### src/rtl/dma_chan_pkg.sv
package dma_chan_pkg;
  localparam int CTRL_W  = 24;
  localparam int EN_BIT  = 23;
  localparam int IE_BIT  = 22;
  localparam int KEEP_BIT = 21;
  localparam int KIND_LO = 19;

  typedef enum logic [1:0] {
    SEQ_IDLE = 2'd0,
    SEQ_RD   = 2'd1,
    SEQ_WR   = 2'd2
  } seq_state_t;

  typedef enum logic [1:0] {
    K_BLOCK_REQ = 2'b00,
    K_WORD_REQ  = 2'b01,
    K_LINE_REQ  = 2'b10,
    K_BLOCK_EN  = 2'b11
  } xfer_kind_t;

  typedef enum logic [1:0] {
    SEL_CTRL  = 2'd0,
    SEL_COUNT = 2'd1,
    SEL_SRC   = 2'd2,
    SEL_DST   = 2'd3
  } cfg_sel_t;

  typedef struct packed {
    logic       en;
    logic       ie;
    logic       keep;
    xfer_kind_t kind;
  } ctrl_view_t;

  function automatic ctrl_view_t decode_ctrl(input logic [CTRL_W-1:0] c);
    ctrl_view_t v;
    v.en   = c[EN_BIT];
    v.ie   = c[IE_BIT];
    v.keep = c[KEEP_BIT];
    v.kind = xfer_kind_t'(c[KIND_LO+1:KIND_LO]);
    return v;
  endfunction
endpackage

### src/rtl/dma_cfg_regs.sv
module dma_cfg_regs
  import dma_chan_pkg::*;
#(
  parameter int ADDR_W = 16,
  parameter int CNT_W  = 16
) (
  input  logic              clk,
  input  logic              rst_n,
  input  logic              wr_en,
  input  logic [1:0]        sel,
  input  logic [CTRL_W-1:0] wdata,
  input  logic              hw_clr_en,
  input  logic              arm_take,
  output logic [CTRL_W-1:0] ctrl_q,
  output logic [CNT_W-1:0]  cnt_q,
  output logic [ADDR_W-1:0] src_base,
  output logic [ADDR_W-1:0] dst_base,
  output logic              arm_q,
  output logic              en_live
);
  cfg_sel_t sel_e;
  logic     ctrl_wr;
  logic     rise_wr;

  assign sel_e   = cfg_sel_t'(sel);
  assign ctrl_wr = wr_en && (sel_e == SEL_CTRL);
  assign rise_wr = ctrl_wr && wdata[EN_BIT] && !ctrl_q[EN_BIT];
  // enable as seen by the sequencer: a clearing write acts at once
  assign en_live = ctrl_q[EN_BIT] && !(ctrl_wr && !wdata[EN_BIT]);

  always_ff @(posedge clk) begin
    if (!rst_n) begin
      ctrl_q   <= '0;
      cnt_q    <= '0;
      src_base <= '0;
      dst_base <= '0;
      arm_q    <= 1'b0;
    end else begin
      if (ctrl_wr)        ctrl_q <= wdata;
      else if (hw_clr_en) ctrl_q[EN_BIT] <= 1'b0;
      if (wr_en && sel_e == SEL_COUNT) cnt_q    <= wdata[CNT_W-1:0];
      if (wr_en && sel_e == SEL_SRC)   src_base <= wdata[ADDR_W-1:0];
      if (wr_en && sel_e == SEL_DST)   dst_base <= wdata[ADDR_W-1:0];
      if (rise_wr)       arm_q <= 1'b1;
      else if (arm_take) arm_q <= 1'b0;
    end
  end

  assert_arm_on_rise_R11: assert property (@(posedge clk) disable iff (!rst_n)
    rise_wr |=> arm_q);
  assert_ctrl_readback_R2: assert property (@(posedge clk) disable iff (!rst_n)
    ctrl_wr |=> ctrl_q == $past(wdata));
endmodule

### src/rtl/dma_addr_count.sv
module dma_addr_count #(
  parameter int ADDR_W     = 16,
  parameter int CNT_W      = 16,
  parameter int LINE_WORDS = 4
) (
  input  logic              clk,
  input  logic              rst_n,
  input  logic              load,
  input  logic              start,
  input  logic              step,
  input  logic [CNT_W-1:0]  cnt_q,
  input  logic [ADDR_W-1:0] src_base,
  input  logic [ADDR_W-1:0] dst_base,
  output logic [ADDR_W-1:0] src_addr,
  output logic [ADDR_W-1:0] dst_addr,
  output logic              last_word,
  output logic              last_in_line
);
  localparam int LINE_CW = (LINE_WORDS > 1) ? $clog2(LINE_WORDS) : 1;

  logic [CNT_W-1:0] left_q;

  always_ff @(posedge clk) begin
    if (!rst_n) begin
      left_q   <= '0;
      src_addr <= '0;
      dst_addr <= '0;
    end else if (load) begin
      left_q   <= cnt_q;
      src_addr <= src_base;
      dst_addr <= dst_base;
    end else if (step) begin
      left_q   <= left_q - 1'b1;
      src_addr <= src_addr + 1'b1;
      dst_addr <= dst_addr + 1'b1;
    end
  end

  assign last_word = (left_q == '0);

  generate
    if (LINE_WORDS > 1) begin : g_line
      logic [LINE_CW-1:0] pos_q;
      always_ff @(posedge clk) begin
        if (!rst_n || start) pos_q <= '0;
        else if (step) begin
          if (pos_q == LINE_CW'(LINE_WORDS - 1)) pos_q <= '0;
          else                                  pos_q <= pos_q + 1'b1;
        end
      end
      assign last_in_line = (pos_q == LINE_CW'(LINE_WORDS - 1));
    end else begin : g_noline
      assign last_in_line = 1'b1;
    end
  endgenerate

  assert_end_reloads_R11: assert property (@(posedge clk) disable iff (!rst_n)
    (step && last_word) |-> load);
endmodule

### src/rtl/dma_word_seq.sv
module dma_word_seq
  import dma_chan_pkg::*;
#(
  parameter int DATA_W = 24
) (
  input  logic              clk,
  input  logic              rst_n,
  input  ctrl_view_t        cv,
  input  logic              en_live,
  input  logic              arm,
  input  logic              req,
  input  logic              last_word,
  input  logic              last_in_line,
  input  logic              rd_ready,
  input  logic [DATA_W-1:0] rd_data,
  input  logic              wr_ready,
  output logic              rd_valid,
  output logic              wr_valid,
  output logic [DATA_W-1:0] wr_data,
  output logic              load,
  output logic              start,
  output logic              step,
  output logic              arm_take,
  output logic              hw_clr_en,
  output logic              busy,
  output logic              done,
  output logic              irq
);
  seq_state_t state_q, state_d;
  logic       blk_end;
  logic       unit_end;

  assign step     = (state_q == SEQ_WR) && wr_ready;
  assign blk_end  = step && last_word;
  assign unit_end = blk_end || (cv.kind == K_WORD_REQ) ||
                    ((cv.kind == K_LINE_REQ) && last_in_line);

  always_comb begin
    state_d   = state_q;
    load      = 1'b0;
    start     = 1'b0;
    arm_take  = 1'b0;
    hw_clr_en = 1'b0;
    unique case (state_q)
      SEQ_IDLE: begin
        if (arm) begin
          arm_take = 1'b1;
          load     = 1'b1;
          if (cv.kind == K_BLOCK_EN && cv.en) begin
            state_d = SEQ_RD;
            start   = 1'b1;
          end
        end else if (cv.en && req && cv.kind != K_BLOCK_EN) begin
          state_d = SEQ_RD;
          start   = 1'b1;
        end
      end
      SEQ_RD: if (rd_ready) state_d = SEQ_WR;
      SEQ_WR: begin
        if (wr_ready) begin
          if (blk_end) begin
            load      = 1'b1;
            hw_clr_en = !cv.keep;
          end
          state_d = (unit_end || !en_live) ? SEQ_IDLE : SEQ_RD;
        end
      end
      default: state_d = SEQ_IDLE;
    endcase
  end

  always_ff @(posedge clk) begin
    if (!rst_n) begin
      state_q <= SEQ_IDLE;
      wr_data <= '0;
      done    <= 1'b0;
      irq     <= 1'b0;
    end else begin
      state_q <= state_d;
      if (state_q == SEQ_RD && rd_ready) wr_data <= rd_data;
      done <= blk_end;
      irq  <= blk_end && cv.ie;
    end
  end

  assign rd_valid = (state_q == SEQ_RD);
  assign wr_valid = (state_q == SEQ_WR);
  assign busy     = (state_q != SEQ_IDLE);

  assert_rd_hold_R3: assert property (@(posedge clk) disable iff (!rst_n)
    (rd_valid && !rd_ready) |=> rd_valid);
  assert_wr_hold_R3: assert property (@(posedge clk) disable iff (!rst_n)
    (wr_valid && !wr_ready) |=> (wr_valid && $stable(wr_data)));
  assert_idle_when_off_R9: assert property (@(posedge clk) disable iff (!rst_n)
    (state_q == SEQ_IDLE && !cv.en) |=> !busy);
  assert_graceful_stop_R10: assert property (@(posedge clk) disable iff (!rst_n)
    (step && !en_live) |=> (!rd_valid && !wr_valid));
  assert_irq_with_done_R8: assert property (@(posedge clk) disable iff (!rst_n)
    irq |-> done);
  assert_done_pulse_R8: assert property (@(posedge clk) disable iff (!rst_n)
    done |=> !done);
endmodule

### src/rtl/dma_chan_ctrl.sv
module dma_chan_ctrl
  import dma_chan_pkg::*;
#(
  parameter int DATA_W     = 24,
  parameter int ADDR_W     = 16,
  parameter int CNT_W      = 16,
  parameter int LINE_WORDS = 4
) (
  input  logic              clk,
  input  logic              rst_n,
  input  logic              cfg_wr,
  input  logic [1:0]        cfg_sel,
  input  logic [23:0]       cfg_wdata,
  output logic [23:0]       ctrl_q,
  input  logic              dev_req,
  output logic              rd_valid,
  input  logic              rd_ready,
  output logic [ADDR_W-1:0] rd_addr,
  input  logic [DATA_W-1:0] rd_data,
  output logic              wr_valid,
  input  logic              wr_ready,
  output logic [ADDR_W-1:0] wr_addr,
  output logic [DATA_W-1:0] wr_data,
  output logic              busy,
  output logic              done,
  output logic              irq
);
  logic [CNT_W-1:0]  cnt_q;
  logic [ADDR_W-1:0] src_base, dst_base;
  logic              arm_q, en_live, arm_take, hw_clr_en;
  logic              load, start, step, last_word, last_in_line;
  ctrl_view_t        cv;

  assign cv = decode_ctrl(ctrl_q);

  dma_cfg_regs #(.ADDR_W(ADDR_W), .CNT_W(CNT_W)) u_regs (
    .clk(clk), .rst_n(rst_n), .wr_en(cfg_wr), .sel(cfg_sel), .wdata(cfg_wdata),
    .hw_clr_en(hw_clr_en), .arm_take(arm_take), .ctrl_q(ctrl_q), .cnt_q(cnt_q),
    .src_base(src_base), .dst_base(dst_base), .arm_q(arm_q), .en_live(en_live)
  );

  dma_addr_count #(.ADDR_W(ADDR_W), .CNT_W(CNT_W), .LINE_WORDS(LINE_WORDS)) u_cnt (
    .clk(clk), .rst_n(rst_n), .load(load), .start(start), .step(step),
    .cnt_q(cnt_q), .src_base(src_base), .dst_base(dst_base),
    .src_addr(rd_addr), .dst_addr(wr_addr),
    .last_word(last_word), .last_in_line(last_in_line)
  );

  dma_word_seq #(.DATA_W(DATA_W)) u_seq (
    .clk(clk), .rst_n(rst_n), .cv(cv), .en_live(en_live), .arm(arm_q),
    .req(dev_req), .last_word(last_word), .last_in_line(last_in_line),
    .rd_ready(rd_ready), .rd_data(rd_data), .wr_ready(wr_ready),
    .rd_valid(rd_valid), .wr_valid(wr_valid), .wr_data(wr_data),
    .load(load), .start(start), .step(step), .arm_take(arm_take),
    .hw_clr_en(hw_clr_en), .busy(busy), .done(done), .irq(irq)
  );

  assert_rd_addr_hold_R3: assert property (@(posedge clk) disable iff (!rst_n)
    (rd_valid && !rd_ready) |=> $stable(rd_addr));
  assert_wr_addr_hold_R3: assert property (@(posedge clk) disable iff (!rst_n)
    (wr_valid && !wr_ready) |=> $stable(wr_addr));
  assert_autoclear_R6: assert property (@(posedge clk) disable iff (!rst_n)
    (done && !$past(ctrl_q[KEEP_BIT]) && !$past(cfg_wr && cfg_sel == 2'd0))
      |-> !ctrl_q[EN_BIT]);
endmodule

### config.mk
export PLATFORM = sky130hd
export DESIGN_NAME = dma_chan_ctrl
export DESIGN_NICKNAME = d
export VERILOG_FILES = /design/src/rtl/dma_chan_pkg.sv /design/src/rtl/dma_cfg_regs.sv /design/src/rtl/dma_addr_count.sv /design/src/rtl/dma_word_seq.sv /design/src/rtl/dma_chan_ctrl.sv
export SDC_FILE = /design/constraint.sdc
export NUM_CORES = 1
export LEC_CHECK = 0
export BUFFER_PORTS_ARGS = -buffer_cell sky130_fd_sc_hd__buf_2
export CAP_MARGIN = 15
export CORE_UTILIZATION = 51
export CTS_BUF_LIST = sky130_fd_sc_hd__clkbuf_8
export DETAILED_ROUTE_END_ITERATION = 12
export PLACE_DENSITY = 0.88
export SYNTH_ARGS = -nofsm -noshare
export SYNTH_HDL_FRONTEND = slang
export SYNTH_SLANG_ARGS = --single-unit
### constraint.sdc
create_clock -name clk -period 1.83 [get_ports clk]
set_input_delay 0.366 -clock clk [delete_from_list [all_inputs] [get_ports clk]]
set_output_delay 0.366 -clock clk [all_outputs]
set_load 0.05 [all_outputs]
# Word level (Yosys, flattened, before mapping)
# Cells that the tools add are included.
# word_totals
reg_bits,151
inputBits,56
output_inout_bits,85
wordCells,96
# op_classes
n_addsub,4
n_eq_ne,14
mux,30
n_reduce_logical,34
# op_table
cell,count
$mux W16,6
$add A16 B1 Y16 const B,2
$logic_and A1 B1 Y1,16
$logic_not A16 Y1,1
$mux W1,16
$sub A16 B1 Y16 const B,1
$eq A2 B2 Y1 const B,6
$mux W2,6
$reduce_bool A2 Y1,4
$eq A2 B1 Y1 const B,3
$logic_not A1 Y1,6
$ne A3 B2 Y1 const B,2
$pmux W2 S3,1
$logic_not A2 Y1,2
$logic_or A1 B1 Y1,4
$ne A2 B1 Y1 const B,2
$reduce_and A4 Y1,1
$add A2 B1 Y2 const B,1
$ne A2 B2 Y1 const B,1
$pmux W1 S2,1

# Longest topological paths before layout
# Gate-level depths: netlist of run 1.
# logic_depth
ltp_word,10
mapped_depth,9
ltp_nobuf,7

# By module
# Synthesis of run 1 repeated with hierarchy kept, for this count alone.
# hier_totals
hier_cells,744
area_unflattened_um2,6744.0
# modules_own_cells
module,instances,cells_each,area_per_inst_um2,seq_area_each_um2
dma_addr_count,1,338,2802.7,1001.0
dma_cfg_regs,1,269,2735.1,1461.4
dma_word_seq,1,137,1206.2,560.5

# Worst setup path before layout of run 1
# Ideal clock, no wire load.
# synth_path
path_kind,register to register
startpoint,register u_cnt.left_q[0]
endpoint,register u_cnt.left_q[6]
setup_time_ns,0.128
arrival_time_ns,1.888
required_time_ns,1.702
path_slack_ns,-0.185
path_stages_with_launch,10
path_buffers,2
period_less_slack_ns,2.015
path_cell_list,dfxtp_1 > inv_1 > ha_1 > nor4b_1 > and4_1 > buf_4 > buf_4 > o21ai_1 > a222oi_1 > nor2_1
# synth_between
elab_chain_len,6
elab_cells_between_ends,9
classes_between,add/sub: 1; mux: 5; reduce/logical: 3
# synth_lines
element,line,text
start: declaration,dma_addr_count.sv:21,logic [CNT_W-1:0] left_q;
start signal: assignment,dma_addr_count.sv:29,left_q <= cnt_q;
start signal: assignment,dma_addr_count.sv:33,left_q <= left_q - 1'b1;
"parallel branches: the longest is 6 deep, another holds $sub A16 B1 Y16",--,
# Parallel ways; which one is timed is not known. The select of a mux whose other input is x is not followed.
# A chain may end at the register's enable or synchronous reset.

# Worst setup path after layout of run 1
# layout_path
startpoint,register u_cnt.left_q[0]
endpoint,register u_cnt.src_addr[9]
# layout_between
elab_chain_len,6
elab_cells_between_ends,7
classes_between,mux: 4; reduce/logical: 3
# layout_lines
element,line,text
$logic_not A16 Y1 (*),dma_addr_count.sv:39,assign last_word = (left_q == '0);
$logic_and A1 B1 Y1 (*),dma_word_seq.sv:34,assign blk_end = step && last_word;
$mux W1 (*),dma_word_seq.sv:61,if (blk_end) begin
$mux W1 (*),dma_word_seq.sv:60,if (wr_ready) begin
$pmux W1 S2 (*),dma_word_seq.sv:44,unique case (state_q)
$mux W16 / $reduce_bool A2 Y1 (equally long branches),--,
end signal: assignment,dma_addr_count.sv:30,src_addr <= src_base;
end signal: assignment,dma_addr_count.sv:34,src_addr <= src_addr + 1'b1;
end: declaration,dma_addr_count.sv:14,"output logic [ADDR_W-1:0] src_addr,"
# Every way passes the cells marked *; elsewhere a longest branch is shown, timed or not.

==> results of run 1 <==
[per-stage QoR]
step | utilization | power (uW) | area, sq um | cells
after floorplan | - | 3870 | 6560 | 834
after global placement | 0.634 | 4130 | 7780 | 1151
after detailed placement | 0.634 | 4150 | 7780 | 1151
after CTS | 0.675 | 6780 | 8270 | 1186
after global routing | 0.684 | 7040 | 8390 | 1190
final | 0.684 | 6830 | 8390 | 1190
[cells in the final DEF, fill, tap and decap left out, types with 16 or more instances in the layout]
cell,n
sky130_fd_sc_hd__nor3_1,20
sky130_fd_sc_hd__a21oi_1,122
sky130_fd_sc_hd__buf_4,64
sky130_fd_sc_hd__dfxtp_1,140
sky130_fd_sc_hd__buf_2,138
sky130_fd_sc_hd__o21ai_1,17
sky130_fd_sc_hd__clkbuf_8,18
sky130_fd_sc_hd__nand3_1,25
sky130_fd_sc_hd__o21ai_0,16
sky130_fd_sc_hd__nor2_1,23
sky130_fd_sc_hd__nand2_1,238
[logic make-up (layout without fill, tap and decap cells)]
kind of cell / Yosys count / in the layout / synth area share
multiplexers: 2 / 2 / 0.00307
flip-flops: 151 / 151 / 0.463
AND/OR/NAND/NOR: 374 / 374 / 0.259
buffers and inverters: 69 / 257 / 0.0447
XOR/XNOR: 13 / 13 / 0.0174
AO/OA/AOI/OAI: 220 / 220 / 0.203
adder cells (fa/ha/maj): 5 / 5 / 0.00959
[how the worst min path moves through the flow]
stage | cells after the start | to | startpoint | slack [ps]
floorplan | 2 | u_cnt.dst_addr[3] | u_regs.dst_base[3] | 420
global placement | 2 | u_seq.wr_data[14] | u_seq.wr_data[14] | 440
detailed placement | 2 | u_seq.wr_data[1] | u_seq.wr_data[1] | 440
CTS | 3 | u_seq.wr_data[1] | rd_data[1] | 100
global route | 3 | u_seq.wr_data[1] | rd_data[1] | 100
finish | 3 | u_seq.wr_data[3] | rd_data[3] | 120
[final cells by class]
cell class	instances	area, sq um
clock buffers	18	248
clock inverters	14	160
fillers	937	3870
inverters	10	38.8
multi-input cells	614	3330
flip-flops and latches	151	3040
well taps	168	210
repair buffers	215	1360
[repair_timing]
| item | in CTS | in global routing |
|---|---|---|
| setup endpoints to repair | 39 | 48 |
| resized for setup | 11 | 34 |
| setup buffers | 2 | 5 |
| gates cloned | 1 | 0 |
| pin swaps | 2 | 12 |
[synth_stat cells, drive strengths merged (4+ instances only)]
library cell  count  area, sq um
and4              5         43.8
nor4             10         77.6
o211ai            4         30.0
xnor2             5         43.8
a22oi            10         75.1
nand3b            6         45.0
buf              17         96.3
a32oi             9         78.8
nand4             8         65.1
a211oi           14          138
clkbuf           42          158
a21oi           123          619
nand3            25          125
o21ai            35          179
and3             10         62.6
xor2              8         70.1
a31oi             4         25.0
inv              10         37.5
nor2             27          104
nand2           240          901
ha                5         62.6
dfxtp           151         3020
nor3             21          105
o311ai            7         61.3
[power groups by stage]
stage	clock, uW	combinational (uW)	sequential, uW
after floorplan	0	299	3570
after global placement	0	656	3480
after detailed placement	0	667	3480
after CTS	2690	686	3410
after global routing	2840	781	3420
final	2680	739	3410
[registers in the layout, indices dropped and copies added (netlist names)]
register and count:
u_seq.state_q 2, u_cnt.left_q 16, u_regs.ctrl_q 24, u_seq.irq 1
u_regs.dst_base 16, u_seq.wr_data 24, u_regs.src_base 16, u_regs.cnt_q 16
u_cnt.src_addr 16, u_seq.done 1, u_cnt.g_line.pos_q 2, u_cnt.dst_addr 16
u_regs.arm_q 1
[layer usage]
metal / share of wire / vias up
met5: 0 / -
met1: 0.39 / 3252
li1: - / 3258
met3: 0.12 / 84
met4: 0.034 / 0
met2: 0.46 / 455
[worst register-to-register path, stage by stage (launching register included)]
cell and delay [ps]:
sky130_fd_sc_hd__dfxtp_2 330, sky130_fd_sc_hd__inv_2 80, sky130_fd_sc_hd__ha_4 120, sky130_fd_sc_hd__nor4b_4 230
sky130_fd_sc_hd__buf_4 180, sky130_fd_sc_hd__nand4_4 80, sky130_fd_sc_hd__a21oi_2 250, sky130_fd_sc_hd__buf_4 230
sky130_fd_sc_hd__nand2_1 110, sky130_fd_sc_hd__a31oi_1 250
==> impl.org, run 1 <==
** Yosys
- Unique masters post-synth :: between 50 and 60
- Counting every net in the synthesized netlist gives 895.
- Number of register bits inferred by synthesis :: 151
- Average footprint of a synthesized cell :: approximately 7.8 sq um
- For this run, the register share of the synthesized area comes to 0.463.
- For this run, the leading register cell type out of synthesis is sky130_fd_sc_hd__dfxtp_1.
- Cells after Synth :: about 830
- Number of enable-type register cells in the synthesized netlist :: 0
- Mapped cell area :: ~6500 sq um
- Share of flip-flops with an asynchronous set or reset after synthesis :: 0
- Yosys printed 0 warnings.

** Clock network
- The number of hold buffers added after CTS was 0.
- The H-tree generated during clock tree synthesis spans 4 levels.
- In this run the deepest clock path goes through 2 buffers.
- Clock slew at reported path FFs :: approximately 80 ps
- Cts bufs inserted :: 17
- The later pin in the worst-skew pair is clocked with a latency of roughly 480 ps.
- Clock tree sinks :: 151
- The cell sitting at the root of the clock tree is a sky130_fd_sc_hd__clkbuf_8.
- TritonCTS built the clock tree.

** Critical path
- Startpoint class of the critical path :: register
- Cell-by-cell trace of the critical path :: inv_2 -> ha_4 -> nor4b_4 -> buf_4 -> nand4_4 -> a21oi_2 -> buf_4 -> nand2_1 -> a31oi_1
- The worst register-to-register path begins at u_cnt.left_q[0].
- Start-to-end type of the worst setup path :: reg2reg
- CP peak stage delay :: around 330 ps
- Top cell family by delay on the critical path :: compound AO/OA/AOI/OAI gates
- Critical path depth :: 9
- The worst register-to-register path has a setup slack of -130 ps.
- Signal arrival time at the worst endpoint :: 2340 ps
- Along the worst path, the maximum fanout reaches 10.
- The number of cells on the worst reg-to-reg path is 9.
- Cell at the slowest stage of the critical path :: sky130_fd_sc_hd__dfxtp_2
- Required time of the critical path :: 2210 ps
- Critical path buffer and inverter count :: 3
- STA classifies the critical path endpoint as a register.
- The most critical setup path has its endpoint at u_cnt.src_addr[9].
- Among the stages of the critical path, the cell type that occurs most often is sky130_fd_sc_hd__buf_4.
- Launching instance or port of the critical path :: u_cnt.left_q[0]
- Endpoint of the worst register-to-register path :: u_cnt.src_addr[9]

** Pwr
- The share of total power dissipated in sequential elements is 0.499.
- Peak supply drop :: 0.000637 V
- PD cells :: ~800 nW/um^2
- The share of total power dissipated in the clock network is 0.392.
- Summed over all nets, the switching power comes to between 1500 and 2000 uW.
- Cell Int Power :: 4980 uW
- Leakage power :: between 0.003 and 0.004 uW
- Switching share of power :: 0.270
- Combinational share of power :: 0.108

** GRT
- In the global route stage, overall resource usage came out at 0.323.
- The total overflow left after global routing is 0.
- Met1 global-route usage :: 0.396
- First-pass GRT wire length :: about 33 mm
- The layer flagged by global routing as most heavily used is met2.
- Entering global routing, the biggest net connects a little over 80 pins.
- Number of antenna violations at the first check in global routing :: 0
- Via count of the first global-routing pass :: 6624
- For met2 alone, demand over resource in global routing was 0.513.
- Met3 track demand over resource in global routing :: 0.104

** Timing
- In the finished design, the share of the clock period the worst path needs comes to 1.07.
- The clock arrives with between 10 and 15 ps of skew.
- Slew at the pin with the worst max-slew slack :: 711 ps
- Setup repair after global routing could not meet its margin everywhere.
- The worst pin sits at a relative slew slack of 0.522.
- Setup violations remaining at the end of the flow were counted as 24.
- The smallest clock period supported by the final layout is computed as 1960 ps.
- Setup ws final :: -131 ps
- Pins Over Slew Limit :: 0
- Max frequency :: roughly 0.51 GHz
- Hold is met by 117 ps.
- Setup TNS :: -1390 ps
- The count of final hold-check violations was 0.

** Drt
- Post-DR vias/cell :: 5.92
- The routed layout has roughly 7000 vias.
- Number of detailed-route iterations in the first pass :: 5
- WL final :: 21.2 mm
- WL per Instance :: ~18 um
- DRC viols :: 0
- For this block, the initial DRC count from the detailed router was between 900 and 1000.
- Once detail routing completed, the nets flagged for antenna violations numbered 0.

** Floorplanning
- After floorplanning, the core was divided into 40 placement rows.
- The initial utilization of the core area, before any placement, comes to 0.532.
- Placeable core region :: about 12000 sq um
- Full die area :: between 10000 and 15000 sq um
- I/O pin count :: 141
- The floorplan step set the die height to 115 um.
- Measured along the x axis, the die boundary spans around 120 um.

** Place
- In this run the tool buffered the top-level ports with between 100 and 150 buffer cells.
- Summed over all nets, the half-perimeter wirelength after detailed placement is approximately 14 mm.
- The congestion estimate from routability-driven global placement came to 0.962.
- Before CTS, the worst setup slack after placement is -92.7 ps.

** Outcome
- The final reports fail on setup timing.
- The flow ran to the end, but the final reports show violations.

** Cells and area
- Area Growth Syn to Fin :: 28.5%
- Antenna Cells :: 0
- Post-layout net count :: 1070
- Fraction of layout cells with a size suffix above 1 :: 0.285

** Min path
- The path class of the tightest hold or removal check is in2reg.

** Job
- Maxcap violations :: 0
Note: power is estimated with default switching activity, not from simulation.
==> inputs of run 2 (changes only) <==
- RECOVER_POWER: not set -> 50
==> impl.org, run 2 (synthesis results as in run 1) <==
** Cells and area
- Post-layout net count :: 1070 (unchanged)
- In the final layout, the registers with the most flip-flops are u_regs.ctrl_q (24), u_seq.wr_data (24).
- The sequential cell area was 3040 sq um (unchanged).
- Area Growth Syn to Fin :: 27.9%
- Area of the multi-input gates :: 3330 sq um (unchanged)
- Count of filler cells inserted in the layout :: 952 (+1.6%)
- Fraction of layout cells with a size suffix above 1 :: 0.252 (-0.0323)
- The library cell used most frequently in the layout, excluding fill and tap cells, is sky130_fd_sc_hd__nand2_1.
- In the layout the commonest cells are 238 x sky130_fd_sc_hd__nand2_1, 140 x sky130_fd_sc_hd__dfxtp_1, 122 x sky130_fd_sc_hd__a21oi_1.
- The number of antenna cells inserted is 0 (unchanged).

** Drt
- The via count is 7067 (+0.26%).
- The DRC violation total after the first TritonRoute iteration is 985 (+4.9%).
- Number of nets with antenna violations after routing :: 0 (unchanged)
- The routed via count divided by cell count came to 5.94 (+0.26%).
- The aggregate routed wire length came to 21.2 mm (-0.45%).
- The total iterations of the first detailed-routing run came to 5 (unchanged).
- WL per Instance :: 17.8 um (-0.45%)
- The post-route DRC violation count is 0 (unchanged).

** Job
- Maxcap violations :: 0 (unchanged)

** Outcome
- The final reports fail on setup timing.
- The run finished, with violations left.

** Timing
- The transition time at the pin with the least slew margin came to 1190 ps (+478 ps).
- Pins Over Slew Limit :: 0 (unchanged)
- The worst-case clock skew came to 13.0 ps (+0.0698 ps).
- The peak clock frequency supported by timing was 0.512 GHz (+0.37%).
- The post-layout worst setup margin came to -124 ps (+7.17 ps).
- The shortest period the worst path allows was 1950 ps (-7.17 ps).
- The share of the clock period used by the worst path is 1.07 (-0.00392).
- Setup-failing EPs final :: 22 (-8.3%)
- The worst max-slew margin expressed relative to the limit came to 0.207 (-0.314).
- RSZ-0062 raised after global routing :: yes
- Final Hold Fails :: 0 (unchanged)

** Floorplanning
- I/O pin count :: 141 (unchanged)
- Horizontal die dimension :: 115 um (unchanged)
- The core outline area was 12300 sq um (unchanged).
- The chip height was 115 um (unchanged).
- The initial standard-cell utilization of the core is 0.532 (unchanged).
- The number of core rows came to 40 (unchanged).
- Full die area :: 13300 sq um (unchanged)

** Clock network
- Hold buffers post-CTS :: 0 (unchanged)
- Source-to-sink clock delay at the later pin of the worst-skew pair :: 480 ps (about the same)
- The CTS sink count is 151 (unchanged).
- Clock tree from TritonCTS :: yes
- Maximum count of clock buffers along a single path :: 2 (unchanged)
- The number of buffers created by CTS is 17 (unchanged).
- The post-CTS clock slew at the launch and capture registers of the worst setup and hold paths was 80 ps (about the same).
- The H-tree level count is 4 (unchanged).
- Root Buffer :: sky130_fd_sc_hd__clkbuf_8

** Place
- The detailed placement HPWL was 14.3 mm (unchanged).
- The minimum setup slack after placement was -92.7 ps (unchanged).
- The global placement routability congestion came to 0.962 (unchanged).
- Port-buffer cells :: 140 (unchanged)

** GRT
- Via count of the first global-routing pass :: 6624 (unchanged)
- The residual overflow from global routing came to 0 (unchanged).
- The global-route wire length before repair is 32.8 mm (unchanged).
- Aggregate global-route resource usage :: 0.323 (unchanged)
- Pin count of the biggest net entering global routing :: 82 (unchanged)
- The initial antenna violation count came to 0 (unchanged).

** Critical path
- The most critical setup path has its startpoint at u_cnt.left_q[0].
- The worst setup path is captured at a register.
- The setup path with the least slack is of type reg2reg.
- Startpoint class of the critical path :: register
- Required time of the critical path :: 2240 ps (+30 ps)
- Worst R2R Start :: u_cnt.left_q[0]
- The arrival time of the worst setup path came to 2370 ps (+30 ps).
- The maximum fanout along the worst path is 8 (-2).

** Pwr
- Switching share of power :: 0.269 (-0.000514)
- Leakage power :: 0.00328 uW (-3.8%)
- PD cells :: 817 nW/um^2 (+0.32%)
- Cell Int Power :: 4980 uW (-0.12%)
- The share of power burned in combinational logic was 0.108 (about the same).
- The clock power share came to 0.392 (about the same).
- The net load switching power came to 1840 uW (-0.38%).
- Peak supply drop :: 0.000637 V (about the same)
- Total Power Consumption :: 6810 uW (-0.19%)
- The share of total power in sequential cells came to 0.500 (about the same).

** Min path
- The worst hold path begins at rd_data[3].
- The tightest min-delay check is of the in2reg type.
## run 2: changes by cell type in the layout (fill, tap and decap cells not counted)
| cell | before | now |
|---|---|---|
| sky130_fd_sc_hd__clkbuf_1 | 0 | 30 |
| sky130_fd_sc_hd__buf_2 | 138 | 109 |
| sky130_fd_sc_hd__or2_2 | 3 | 0 |
| sky130_fd_sc_hd__buf_4 | 64 | 62 |
| sky130_fd_sc_hd__or2_0 | 0 | 2 |
| sky130_fd_sc_hd__clkbuf_2 | 0 | 1 |
| sky130_fd_sc_hd__or2_1 | 0 | 1 |
## run 2: layout make-up
| class | count | area share |
|---|---|---|
| multi-input combinational | 614 | 0.399 |
| sequential | 151 | 0.364 |
| inverter | 10 | 0.00465 |
| tap | 168 | 0.0252 |
| timing repair buffer | 215 | 0.158 |
| clock inverter | 14 | 0.0192 |
| clock buffer | 18 | 0.0297 |
## run 2: metal layers
metal | track usage | part of all wire
met1 | 0.396 | 0.38
met2 | 0.513 | 0.46
met3 | 0.104 | 0.13
met4 | 0.155 | 0.034
met5 | 0 | 0
## run 2: timing repair
item                       in CTS  in global routing
pin swaps                       2                 12
buffers inserted                2                  5
gates resized for setup        11                 34
setup endpoints to repair      39                 48
cloned                          1                  0
hold endpoints to repair        0                  0
## run 2: worst max-delay path, stage by stage, from the launching register on
cell and delay (ps):
sky130_fd_sc_hd__dfxtp_2 330, sky130_fd_sc_hd__inv_2 80, sky130_fd_sc_hd__ha_4 120, sky130_fd_sc_hd__nor4b_4 230, sky130_fd_sc_hd__buf_4 180, sky130_fd_sc_hd__nand4_4 80
sky130_fd_sc_hd__buf_6 150, sky130_fd_sc_hd__a211oi_4 280, sky130_fd_sc_hd__buf_6 150, sky130_fd_sc_hd__buf_16 120, sky130_fd_sc_hd__a32oi_1 70, sky130_fd_sc_hd__o21ai_1 100
## run 2: worst paths after layout
check,endpoint,slack (ps),cells past startpoint
worst max register to register,u_cnt.dst_addr[11],-120,11
worst min register to register,u_seq.wr_data[14],450,2
worst min-delay path,u_seq.wr_data[3],120,3
worst max-delay path,u_cnt.dst_addr[11],-120,11
## run 2: per-stage QoR
step                instance area (sq um)   util  std cells  hold slack, ps  TNS, ps
floorplan                            6560      -        834             425    -19.9
global placement                     7780  0.634       1151             438     -339
detailed placement                   7780  0.634       1151             444    -1010
CTS                                  8270  0.675       1186             100     -338
global route                         8350  0.681       1190            99.4    -3580
finish                               8350  0.681       1190             115    -1320
## run 2: power groups by stage
stage          clock network, uW  registers [uW]  logic, uW
2_1_floorplan                  0            3570        299
3_3_place_gp                   0            3480        656
3_5_place_dp                   0            3480        667
4_1_cts                     2690            3410        686
5_1_grt                     2840            3420        775
6_report                    2670            3410        733
